File: src/rtl/pic_cmd_pkg.sv
package pic_cmd_pkg;
  typedef enum logic [1:0] {
    ST_NORM = 2'd0,
    ST_VEC  = 2'd1,
    ST_CASC = 2'd2,
    ST_MODE = 2'd3
  } step_e;

  typedef enum logic [2:0] {
    OP_RAE_CLR = 3'd0,
    OP_EOI     = 3'd1,
    OP_NOP     = 3'd2,
    OP_EOI_SP  = 3'd3,
    OP_RAE_SET = 3'd4,
    OP_EOI_ROT = 3'd5,
    OP_PRIO    = 3'd6,
    OP_SP_ROT  = 3'd7
  } op_e;
endpackage

File: src/rtl/pic_icw_seq.sv
module pic_icw_seq
  import pic_cmd_pkg::*;
#(
  parameter int unsigned DW   = 8,
  parameter int unsigned LVLW = 3
) (
  input  logic               clk_i,
  input  logic               rst_ni,
  input  logic               icw_start_i,
  input  logic               wr1_i,
  input  logic [DW-1:0]      wdata_i,
  output logic               normal_o,
  output logic [DW-LVLW-1:0] vec_o,
  output logic               aeoi_o,
  output logic               nest_o
);
  step_e              step_q;
  logic               four_q, single_q;
  logic [DW-LVLW-1:0] vec_q;
  logic               aeoi_q, nest_q;

  always_ff @(posedge clk_i or negedge rst_ni) begin
    if (!rst_ni) begin
      step_q   <= ST_NORM;
      four_q   <= 1'b0;
      single_q <= 1'b0;
      vec_q    <= '0;
      aeoi_q   <= 1'b0;
      nest_q   <= 1'b0;
    end else if (icw_start_i) begin
      step_q   <= ST_VEC;
      four_q   <= wdata_i[0];
      single_q <= wdata_i[1];
      vec_q    <= '0;
      aeoi_q   <= 1'b0;
      nest_q   <= 1'b0;
    end else if (wr1_i) begin
      unique case (step_q)
        ST_VEC: begin
          vec_q  <= wdata_i[DW-1:LVLW];
          step_q <= !single_q ? ST_CASC : (four_q ? ST_MODE : ST_NORM);
        end
        ST_CASC: step_q <= four_q ? ST_MODE : ST_NORM;  // cascade word dropped
        ST_MODE: begin
          nest_q <= wdata_i[4];
          aeoi_q <= wdata_i[1];
          step_q <= ST_NORM;
        end
        default: ;
      endcase
    end
  end

  assign normal_o = (step_q == ST_NORM);
  assign vec_o    = vec_q;
  assign aeoi_o   = aeoi_q;
  assign nest_o   = nest_q;

  p_start_vec_r2: assert property (@(posedge clk_i) disable iff (!rst_ni)
    icw_start_i |=> (step_q == ST_VEC));
  p_mode_hold_r5: assert property (@(posedge clk_i) disable iff (!rst_ni)
    (!icw_start_i && !(wr1_i && step_q == ST_MODE)) |=> ($stable(aeoi_q) && $stable(nest_q)));
  p_vec_hold_r3: assert property (@(posedge clk_i) disable iff (!rst_ni)
    (!icw_start_i && !(wr1_i && step_q == ST_VEC)) |=> $stable(vec_q));
endmodule

File: src/rtl/pic_ocw_dec.sv
module pic_ocw_dec
  import pic_cmd_pkg::*;
#(
  parameter int unsigned DW   = 8,
  parameter int unsigned LVLW = 3
) (
  input  logic            clk_i,
  input  logic            rst_ni,
  input  logic            icw_start_i,
  input  logic            ocw2_i,
  input  logic            ocw3_i,
  input  logic            poll_rd_i,
  input  logic [DW-1:0]   wdata_i,
  output logic            poll_o,
  output logic            rsel_o,
  output logic            smask_o,
  output logic            rot_aeoi_o,
  output logic            eoi_o,
  output logic            spec_o,
  output logic            rot_o,
  output logic            prio_o,
  output logic [LVLW-1:0] lvl_o
);
  op_e op;
  assign op = op_e'(wdata_i[7:5]);

  always_ff @(posedge clk_i or negedge rst_ni) begin
    if (!rst_ni) begin
      poll_o     <= 1'b0;
      rsel_o     <= 1'b0;
      smask_o    <= 1'b0;
      rot_aeoi_o <= 1'b0;
      eoi_o      <= 1'b0;
      spec_o     <= 1'b0;
      rot_o      <= 1'b0;
      prio_o     <= 1'b0;
      lvl_o      <= '0;
    end else begin
      eoi_o  <= 1'b0;
      spec_o <= 1'b0;
      rot_o  <= 1'b0;
      prio_o <= 1'b0;
      if (icw_start_i) begin
        poll_o     <= 1'b0;
        rsel_o     <= 1'b0;
        smask_o    <= 1'b0;
        rot_aeoi_o <= 1'b0;
      end else if (ocw3_i) begin
        if (wdata_i[2]) poll_o <= 1'b1;
        else if (poll_rd_i) poll_o <= 1'b0;
        if (wdata_i[1]) rsel_o  <= wdata_i[0];
        if (wdata_i[6]) smask_o <= wdata_i[5];
      end else begin
        if (poll_rd_i) poll_o <= 1'b0;
        if (ocw2_i) begin
          lvl_o <= wdata_i[LVLW-1:0];
          unique case (op)
            OP_RAE_CLR: rot_aeoi_o <= 1'b0;
            OP_RAE_SET: rot_aeoi_o <= 1'b1;
            OP_EOI:     eoi_o <= 1'b1;
            OP_EOI_ROT: begin eoi_o <= 1'b1; rot_o <= 1'b1; end
            OP_EOI_SP:  begin eoi_o <= 1'b1; spec_o <= 1'b1; end
            OP_SP_ROT:  begin eoi_o <= 1'b1; spec_o <= 1'b1; rot_o <= 1'b1; end
            OP_PRIO:    prio_o <= 1'b1;
            default:    ;
          endcase
        end
      end
    end
  end

  p_strobe_src_r9: assert property (@(posedge clk_i) disable iff (!rst_ni)
    (eoi_o || prio_o) |-> $past(ocw2_i));
  p_poll_drop_r11: assert property (@(posedge clk_i) disable iff (!rst_ni)
    (poll_rd_i && !ocw3_i) |=> !poll_o);
  p_ctrl_hold_r7: assert property (@(posedge clk_i) disable iff (!rst_ni)
    (!ocw3_i && !icw_start_i) |=> ($stable(rsel_o) && $stable(smask_o)));
endmodule

File: src/rtl/pic_rd_mux.sv
module pic_rd_mux #(
  parameter int unsigned DW   = 8,
  parameter int unsigned LVLW = 3
) (
  input  logic            rd_i,
  input  logic            addr_i,
  input  logic            poll_i,
  input  logic            rsel_i,
  input  logic [DW-1:0]   pend_i,
  input  logic [DW-1:0]   insvc_i,
  input  logic [DW-1:0]   mask_i,
  input  logic            hit_i,
  input  logic [LVLW-1:0] idx_i,
  output logic [DW-1:0]   rdata_o,
  output logic            poll_clr_o
);
  localparam logic [DW-1:0] NO_WIN = DW'(7);

  always_comb begin
    poll_clr_o = 1'b0;
    if (rd_i && poll_i) begin
      rdata_o    = hit_i ? DW'(idx_i) : NO_WIN;
      poll_clr_o = hit_i;
    end else if (addr_i) begin
      rdata_o = mask_i;
    end else begin
      rdata_o = rsel_i ? insvc_i : pend_i;
    end
  end

  always_comb begin
    if (poll_clr_o) a_clr_rd_r11: assert (rd_i && hit_i);
  end
endmodule

File: src/rtl/pic_cmd_seq.sv
module pic_cmd_seq #(
  parameter int unsigned DW   = 8,
  parameter int unsigned LVLW = $clog2(DW)
) (
  input  logic               clk_i,
  input  logic               rst_ni,
  input  logic               wr_i,
  input  logic               rd_i,
  input  logic               addr_i,
  input  logic [DW-1:0]      wdata_i,
  input  logic [DW-1:0]      pend_i,
  input  logic [DW-1:0]      insvc_i,
  input  logic               poll_hit_i,
  input  logic [LVLW-1:0]    poll_idx_i,
  output logic [DW-1:0]      rdata_o,
  output logic               poll_clr_o,
  output logic [DW-LVLW-1:0] vec_base_o,
  output logic               aeoi_o,
  output logic               nest_o,
  output logic               smask_o,
  output logic               rot_aeoi_o,
  output logic [DW-1:0]      mask_o,
  output logic               eoi_o,
  output logic               spec_o,
  output logic               rot_o,
  output logic               prio_o,
  output logic [LVLW-1:0]    lvl_o,
  output logic               int_kill_o
);
  logic wr0, wr1, icw_start, ocw2, ocw3, normal, poll, rsel, poll_rd;
  logic [DW-1:0] mask_q;
  logic          kill_q;

  assign wr0       = wr_i && !addr_i;
  assign wr1       = wr_i && addr_i;
  assign icw_start = wr0 && wdata_i[4];
  assign ocw3      = wr0 && !wdata_i[4] && wdata_i[3];
  assign ocw2      = wr0 && !wdata_i[4] && !wdata_i[3];
  assign poll_rd   = rd_i && poll;

  pic_icw_seq #(.DW(DW), .LVLW(LVLW)) u_icw (
    .clk_i, .rst_ni, .icw_start_i(icw_start), .wr1_i(wr1), .wdata_i,
    .normal_o(normal), .vec_o(vec_base_o), .aeoi_o, .nest_o
  );

  pic_ocw_dec #(.DW(DW), .LVLW(LVLW)) u_ocw (
    .clk_i, .rst_ni, .icw_start_i(icw_start), .ocw2_i(ocw2), .ocw3_i(ocw3),
    .poll_rd_i(poll_rd), .wdata_i, .poll_o(poll), .rsel_o(rsel), .smask_o,
    .rot_aeoi_o, .eoi_o, .spec_o, .rot_o, .prio_o, .lvl_o
  );

  pic_rd_mux #(.DW(DW), .LVLW(LVLW)) u_rd (
    .rd_i, .addr_i, .poll_i(poll), .rsel_i(rsel), .pend_i, .insvc_i,
    .mask_i(mask_q), .hit_i(poll_hit_i), .idx_i(poll_idx_i),
    .rdata_o, .poll_clr_o
  );

  always_ff @(posedge clk_i or negedge rst_ni) begin
    if (!rst_ni) begin
      mask_q <= '0;
      kill_q <= 1'b0;
    end else begin
      kill_q <= icw_start;
      if (icw_start)           mask_q <= '0;
      else if (wr1 && normal)  mask_q <= wdata_i;
    end
  end

  assign mask_o     = mask_q;
  assign int_kill_o = kill_q;

  p_mask_hold_r6: assert property (@(posedge clk_i) disable iff (!rst_ni)
    !(wr1 && normal) && !icw_start |=> $stable(mask_q));
  p_kill_pulse_r2: assert property (@(posedge clk_i) disable iff (!rst_ni)
    int_kill_o |-> (mask_q == '0 && vec_base_o == '0 && !aeoi_o && !nest_o));
endmodule

File: config.mk
export PLATFORM = sky130hd
export DESIGN_NAME = pic_cmd_seq
export DESIGN_NICKNAME = d
export VERILOG_FILES = /design/src/rtl/pic_cmd_pkg.sv /design/src/rtl/pic_icw_seq.sv /design/src/rtl/pic_ocw_dec.sv /design/src/rtl/pic_rd_mux.sv /design/src/rtl/pic_cmd_seq.sv
export SDC_FILE = /design/constraint.sdc
export NUM_CORES = 1
export LEC_CHECK = 0
export BUFFER_PORTS_ARGS = -buffer_cell sky130_fd_sc_hd__buf_2
export CAP_MARGIN = 5
export CORE_UTILIZATION = 46
export DETAILED_ROUTE_END_ITERATION = 8
export PLACE_DENSITY = 0.85
export REMOVE_ABC_BUFFERS = 1
export SLEW_MARGIN = 20
export SYNTH_ARGS = -nofsm -noshare
export SYNTH_HDL_FRONTEND = slang
export SYNTH_SLANG_ARGS = --single-unit
File: constraint.sdc
create_clock -name clk_i -period 1.65 [get_ports clk_i]
set_input_delay 0.0825 -clock clk_i [delete_from_list [all_inputs] [get_ports clk_i]]
set_output_delay 0.0825 -clock clk_i [all_outputs]
set_load 0.02 [all_outputs]
# --- Word-level counts from Yosys, hierarchy flattened ---
# Index checks and enable logic that the tools add are counted.
totals:
  regBits: 31
  word_cells: 113
op_classes:
  n_mux: 51
  reduce_logical: 33
  bitwise: 2
  eq_ne: 10
op_table:
  columns: ["cell", "count"]
  rows:
  - ["2-to-1 mux 8 bit", 5]
  - ["2-to-1 mux 1 bit", 36]
  - ["nonzero test 2 bit", 8]
  - ["2-to-1 mux 5 bit", 3]
  - ["== test 3 bit, second input constant", 4]
  - ["AND reduction 2 bit", 5]
  - ["logical AND 1 bit", 8]
  - ["2-to-1 mux 2 bit", 4]
  - ["case mux 2 bit (3 select lines)", 1]
  - ["AND reduction 3 bit", 2]
  - ["== test 2 bit, second input constant", 2]
  - ["nonzero test 4 bit", 1]
  - ["OR reduction 2 bit", 2]
  - ["OR reduction 4 bit", 1]
  - ["== test 3 x 1 -> 1 bit, second input constant", 1]
  - ["== test 3 x 2 -> 1 bit, second input constant", 1]
  - ["zero test 1 bit", 3]
  - ["zero test 3 bit", 1]
  - ["2-to-1 mux 3 bit", 1]
  - ["nonzero test 3 bit", 1]
  - ["== test 2 x 1 -> 1 bit, second input constant", 1]
  - ["zero test 2 bit", 1]
  - ["inequality test 2 bit, second input constant", 1]
  - ["inverter 1 bit", 2]
  - ["case mux 1 bit (2 select lines)", 1]

# --- Logic depth before layout (Yosys ltp) ---
depth:
  depth_word: 7
  ltp_mapped: 6
  depth_no_buf: 5

# --- Modules after synthesis ---
# A second synthesis with hierarchy kept.
hier_totals:
  hier_cells: 160
  area_unflattened_um2: 1700.4
modules_own_cells:
  columns: ["module", "seq_area_each_um2", "instances", "cells_each", "area_per_inst_um2"]
  rows:
  - ["pic_icw_seq", 275.3, 1, 42, 508.0]
  - ["pic_cmd_seq", 225.2, 1, 50, 499.2]
  - ["pic_ocw_dec", 275.3, 1, 32, 442.9]
  - ["pic_rd_mux", 0.0, 1, 36, 250.2]

# --- Worst setup path before layout ---
# No wires, ideal clock.
synth_timing:
  path_type: "reg-to-reg"
  startpoint: "reg u_icw.step_q[0]"
  endpoint: "reg mask_q[6] (netlist: mask_o[6])"
  t_required_ns: 1.529
  path_slack_ns: 0.288
  arrival_ns: 1.241
  path_stages_with_launch: 7
  n_path_buf: 1
  period_less_slack_ns: 1.362
  setup_time_ns: 0.121
  cell_sequence: "dfrtp_1 > inv_1 > ha_1 > and2_1 > buf_2 > a22o_1 > a22o_1"
synth_via:
  elab_chain_len: 3
synth_rtl:
  columns: ["item", "line", "source"]
  rows:
  - ["from (decl)", "pic_icw_seq.sv:17", "step_e step_q;"]
  - ["from (signal assigned)", "pic_icw_seq.sv:41", "step_q <= !single_q ? ST_CASC : (four_q ? ST_MODE : ST_NORM);"]
  - ["from (signal assigned)", "pic_icw_seq.sv:43", "ST_CASC: step_q <= four_q ? ST_MODE : ST_NORM;"]
  - ["zero test 2 bit", "pic_icw_seq.sv:54", "assign normal_o = (step_q == ST_NORM);"]
  - ["logical AND 1 bit", "pic_cmd_seq.sv:65", "else if (wr1 && normal) mask_q <= wdata_i;"]
  - ["nonzero test 2 bit (no line)", null, null]
  - ["to (signal assigned)", "pic_cmd_seq.sv:65", null]
  - ["to (decl)", "pic_cmd_seq.sv:31", "logic [DW-1:0] mask_q;"]
# No other way between the ends.
# A chain may end at the register's enable or synchronous reset.

# --- Worst setup path after layout ---
layout_timing:
  startpoint: "reg u_ocw.rsel_o"
  endpoint: "out rdata_o[4]"
layout_via:
  elab_chain_len: 3
layout_rtl:
  columns: ["item", "line", "source"]
  rows:
  - ["from (decl)", "pic_ocw_dec.sv:15", "output logic rsel_o,"]
  - ["from (signal assigned)", "pic_ocw_dec.sv:51", "if (wdata_i[1]) rsel_o <= wdata_i[0];"]
  - ["2-to-1 mux 8 bit", "pic_rd_mux.sv:27", "rdata_o = rsel_i ? insvc_i : pend_i;"]
  - ["2-to-1 mux 8 bit", "pic_rd_mux.sv:24", "end else if (addr_i) begin"]
  - ["2-to-1 mux 8 bit", "pic_rd_mux.sv:21", "if (rd_i && poll_i) begin"]
  - ["to (decl)", "pic_cmd_seq.sv:15", "output logic [DW-1:0] rdata_o,"]
# No other way between the ends.

==> flow_summary.rst <==
.. list-table::
   :header-rows: 1

   * - Metric
     - Value
   * - Number of instances in the synthesized netlist
     - 171
   * - DR WL/cell
     - 15.0 um
   * - Relative contribution of combinational cells to total power
     - 0.435
   * - Final number of setup-violating endpoints
     - 0
   * - Fraction of registers with async set or reset after synthesis
     - 1.00
   * - Final Instance Area
     - 0.00218 sq mm
   * - Global-route total usage across every layer
     - 0.221
   * - Worst slew margin relative to its limit
     - 0.536
   * - Drt via density
     - 5.60
   * - Worst-path cell with the longest stage delay
     - sky130_fd_sc_hd__dfrtp_2
   * - CP delay by family, top
     - flip-flops
   * - Fmax
     - 0.653 GHz
   * - Number of buffers and inverters on the critical path
     - 2
   * - Depth of the worst register-to-register path
     - 5
   * - Pin slew with the least headroom to its limit
     - 0.696 ns
   * - CTS tree
     - built
   * - Count of standard-cell rows
     - 21
   * - Type of the setup path with the least slack
     - flop to output pin
   * - Data arrival time at the worst-slack endpoint
     - 1.45 ns
   * - Placeable core region
     - 0.00347 sq mm
   * - Die H
     - 63.1 um
   * - Leading cell types in the layout, fill and taps excluded
     - sky130_fd_sc_hd__buf_2, sky130_fd_sc_hd__dfrtp_1, sky130_fd_sc_hd__a22o_1, sky130_fd_sc_hd__nand2_1, sky130_fd_sc_hd__o21ai_0
   * - Overall routed net length
     - 4220 um
   * - Critical path, cell by cell
     - buf_4, mux2i_1, nand2_1, o211a_1, buf_2
   * - Most frequently used flop master after synthesis
     - sky130_fd_sc_hd__dfrtp_1
   * - IO Pins
     - 67
   * - Number of nets in the layout
     - 272
   * - Clk root buf
     - sky130_fd_sc_hd__clkbuf_8
   * - Post-synth EDFFs
     - 0
   * - Largest fanout of any net on the critical path
     - 8
   * - Overall die width
     - 63.1 um
   * - Critical Path End Type
     - output pin
   * - Switching share of power
     - 0.397
   * - Antenna Violating Nets Remaining
     - 0
   * - TritonCTS buffer count
     - 5
   * - Starting density of the core
     - 0.496
   * - GPL Wtd Cong
     - 0.776
   * - Worst Clk Skew
     - 0.00211 ns
   * - Die footprint
     - 0.00399 sq mm
   * - Part of the total power dissipated in the clock network
     - 0.196
   * - PD cells
     - 1510 mW/mm^2
   * - Antenna violations before repair
     - 0
   * - Flip-flop and latch count after synthesis
     - 31
   * - Clock Path Buffers
     - 2
   * - Distinct cells, synth
     - 38
   * - Switching component of the power
     - 1.30 mW
   * - H-tree level count
     - 2
   * - Critical Path Source Type
     - flop
   * - Origin of the worst min-delay path
     - wdata_i[2]
   * - Cell area reported after detailed placement
     - 0.00206 sq mm
   * - Post-synthesis sequential area ratio
     - 0.451
   * - Outcome
     - complete, no violations
   * - Critical path data required time
     - 1.57 ns
   * - Total placed cells including tap cells
     - 273
   * - DR vias
     - 1580
   * - Worst setup slack for register-to-register paths
     - 0.18 ns
   * - DRT Pass-1 Iters
     - 4
   * - Critical register-to-register path endpoint
     - mask_o[3]
   * - CP peak stage delay
     - 0.45 ns
   * - Path class of the lowest-slack min-delay path
     - primary input to flop
   * - Share of final-layout standard cells stronger than drive strength 1
     - 0.369
   * - Synth Area per Inst
     - 10.1 sq um
   * - Most common library cell in the layout ignoring fill and taps
     - sky130_fd_sc_hd__buf_2
   * - VDD IR max
     - 0.801 mV
   * - Internal power
     - 1.98 mW
   * - RSZ-0062 raised after global routing
     - false
   * - Number of DRC violations after detailed-routing iteration 0
     - 60
   * - Count of input and output buffers
     - 66
   * - Number of violations of the max-capacitance limit
     - 0
   * - Final Util
     - 0.627
   * - Number of stages on the worst hold path
     - 2
   * - Post-Syn Area
     - 0.00172 sq mm
   * - Global-route wire length before repair
     - 6690 um
   * - Final worst-path cycle share
     - 0.928
   * - Total clock sinks
     - 31
   * - Largest net degree at the start of global routing
     - 32
   * - Sequential group share of total power
     - 0.368
   * - Final critical path time including I/O delays and setup
     - 1.53 ns
   * - Final number of max-transition violations
     - 0
   * - Count of fill cells added during filler insertion
     - 309
   * - Grt ovf
     - 0
   * - Reg2Reg Launch Point
     - u_icw.step_q[0]
   * - Total setup buffers inserted after CTS
     - 0
   * - Worst Hold Path EP
     - u_ocw.lvl_o[2]
   * - Final HPWL DP
     - 3050 um
   * - Antenna cell count
     - 0
   * - Worst-path clk slew
     - 0.06 ns
   * - Number of endpoints with negative hold slack in the final report
     - 0
   * - Leakage power
     - 1.14 nW
   * - Yosys warning count
     - 0
   * - Area grow syn2layout
     - 26.6%
   * - Setup total negative slack
     - 0 ns
   * - Number of global-route vias before repair
     - 1434
   * - Clock latency on the worst-skew pair
     - 0.28 ns
   * - Final Non-Filler Cells
     - 282
   * - Remaining routing DRC violations
     - 0
worst register-to-register path, stage by stage, from the launching register on:
cell                      delay (ns)
sky130_fd_sc_hd__dfrtp_1        0.40
sky130_fd_sc_hd__inv_1          0.08
sky130_fd_sc_hd__ha_1           0.21
sky130_fd_sc_hd__and2_1         0.24
sky130_fd_sc_hd__a22o_1         0.23
sky130_fd_sc_hd__a22o_1         0.20
kinds of logic (layout without fill, tap and decap cells):
kind of cell	after synthesis	in the layout	share of synthesized area
AND/OR/NAND/NOR	45	45	0.151
buffers and inverters	21	86	0.0568
flip-flops	31	31	0.451
adder cells (fa/ha/maj)	4	4	0.0291
multiplexers	9	9	0.0553
AO/OA/AOI/OAI	61	61	0.257
how the worst max path moves through the flow:
stage                          startpoint         end  slack (ns)  cells after the start
after floorplan           u_icw.step_q[0]   mask_o[6]        0.35                      5
after global placement    u_icw.step_q[0]   mask_o[4]        0.29                      5
after detailed placement  u_icw.step_q[0]   mask_o[7]        0.22                      5
after CTS                    u_ocw.rsel_o  rdata_o[4]        0.04                      5
after global routing         u_ocw.rsel_o  rdata_o[4]        0.04                      5
final                        u_ocw.rsel_o  rdata_o[4]        0.12                      5
layout make-up:
type	count	area, sq um	share of cell area
clock buffers	8	100	0.0460
inverters	8	30.0	0.0138
multi-input cells	119	848	0.390
flip-flops and latches	31	777	0.357
well taps	46	57.6	0.0265
repair buffers	70	363	0.167
cells in the mapped netlist, drive strengths merged, types with 2 or more instances:
master | n | area, sq um
a211oi | 3 | 22.5
a21oi | 4 | 20.0
a22o | 16 | 140
a31oi | 6 | 37.5
and2 | 2 | 12.5
and3 | 5 | 31.3
buf | 10 | 56.3
clkbuf | 3 | 11.3
dfrtp | 31 | 776
ha | 4 | 50.1
inv | 8 | 30.0
mux2 | 4 | 45.0
mux2i | 5 | 50.1
nand2 | 16 | 60.1
nand3 | 3 | 15.0
nor2 | 2 | 7.51
nor2b | 11 | 68.8
nor3 | 2 | 21.3
o211a | 5 | 50.1
o21ai | 16 | 83.8
o22ai | 4 | 25.0
per-stage QoR:
step | power (mW) | hold WS, ns | setup slack (ns)
floorplan | 2.15 | -0.213 | 0.348
global placement | 2.59 | 0.160 | 0.290
detailed placement | 2.64 | 0.165 | 0.220
CTS | 3.29 | 0.0864 | 0.0355
global route | 3.48 | 0.0869 | 0.0425
finish | 3.28 | 0.0816 | 0.118
metal layers:
metal	wire length (um)	vias up	global-route usage
met5	0	-	0
met4	57	0	0.0814
met3	276	8	0.0634
met2	2060	71	0.362
met1	1830	739	0.275
li1	-	762	-
timing repair:
| item | CTS | global route |
|---|---|---|
| hold buffers | 1 | 0 |
| gates resized for setup | 0 | 2 |
| endpoints found under the hold margin | 31 | 0 |
| endpoints found under the setup margin | 0 | 7 |
flip-flops by register name (all words and copies together), names as in the netlist:
signal and flops:
u_icw.vec_o 5, int_kill_o 1, u_ocw.rot_o 1, u_ocw.poll_o 1
u_ocw.rot_aeoi_o 1, u_ocw.eoi_o 1, u_icw.step_q 2, u_icw.nest_o 1
u_ocw.spec_o 1, u_ocw.rsel_o 1, u_ocw.prio_o 1, u_icw.four_q 1
u_ocw.lvl_o 3, mask_o 8, u_icw.single_q 1, u_icw.aeoi_o 1
u_ocw.smask_o 1
power by group through the flow:
stage | clock network, mW | logic (mW) | registers, mW
2_1_floorplan | 0 | 0.721 | 1.43
3_3_place_gp | 0 | 1.38 | 1.20
3_5_place_dp | 0 | 1.43 | 1.21
4_1_cts | 0.649 | 1.43 | 1.20
5_1_grt | 0.689 | 1.55 | 1.24
6_report | 0.644 | 1.43 | 1.21
Power figures use the tool's default switching activity.
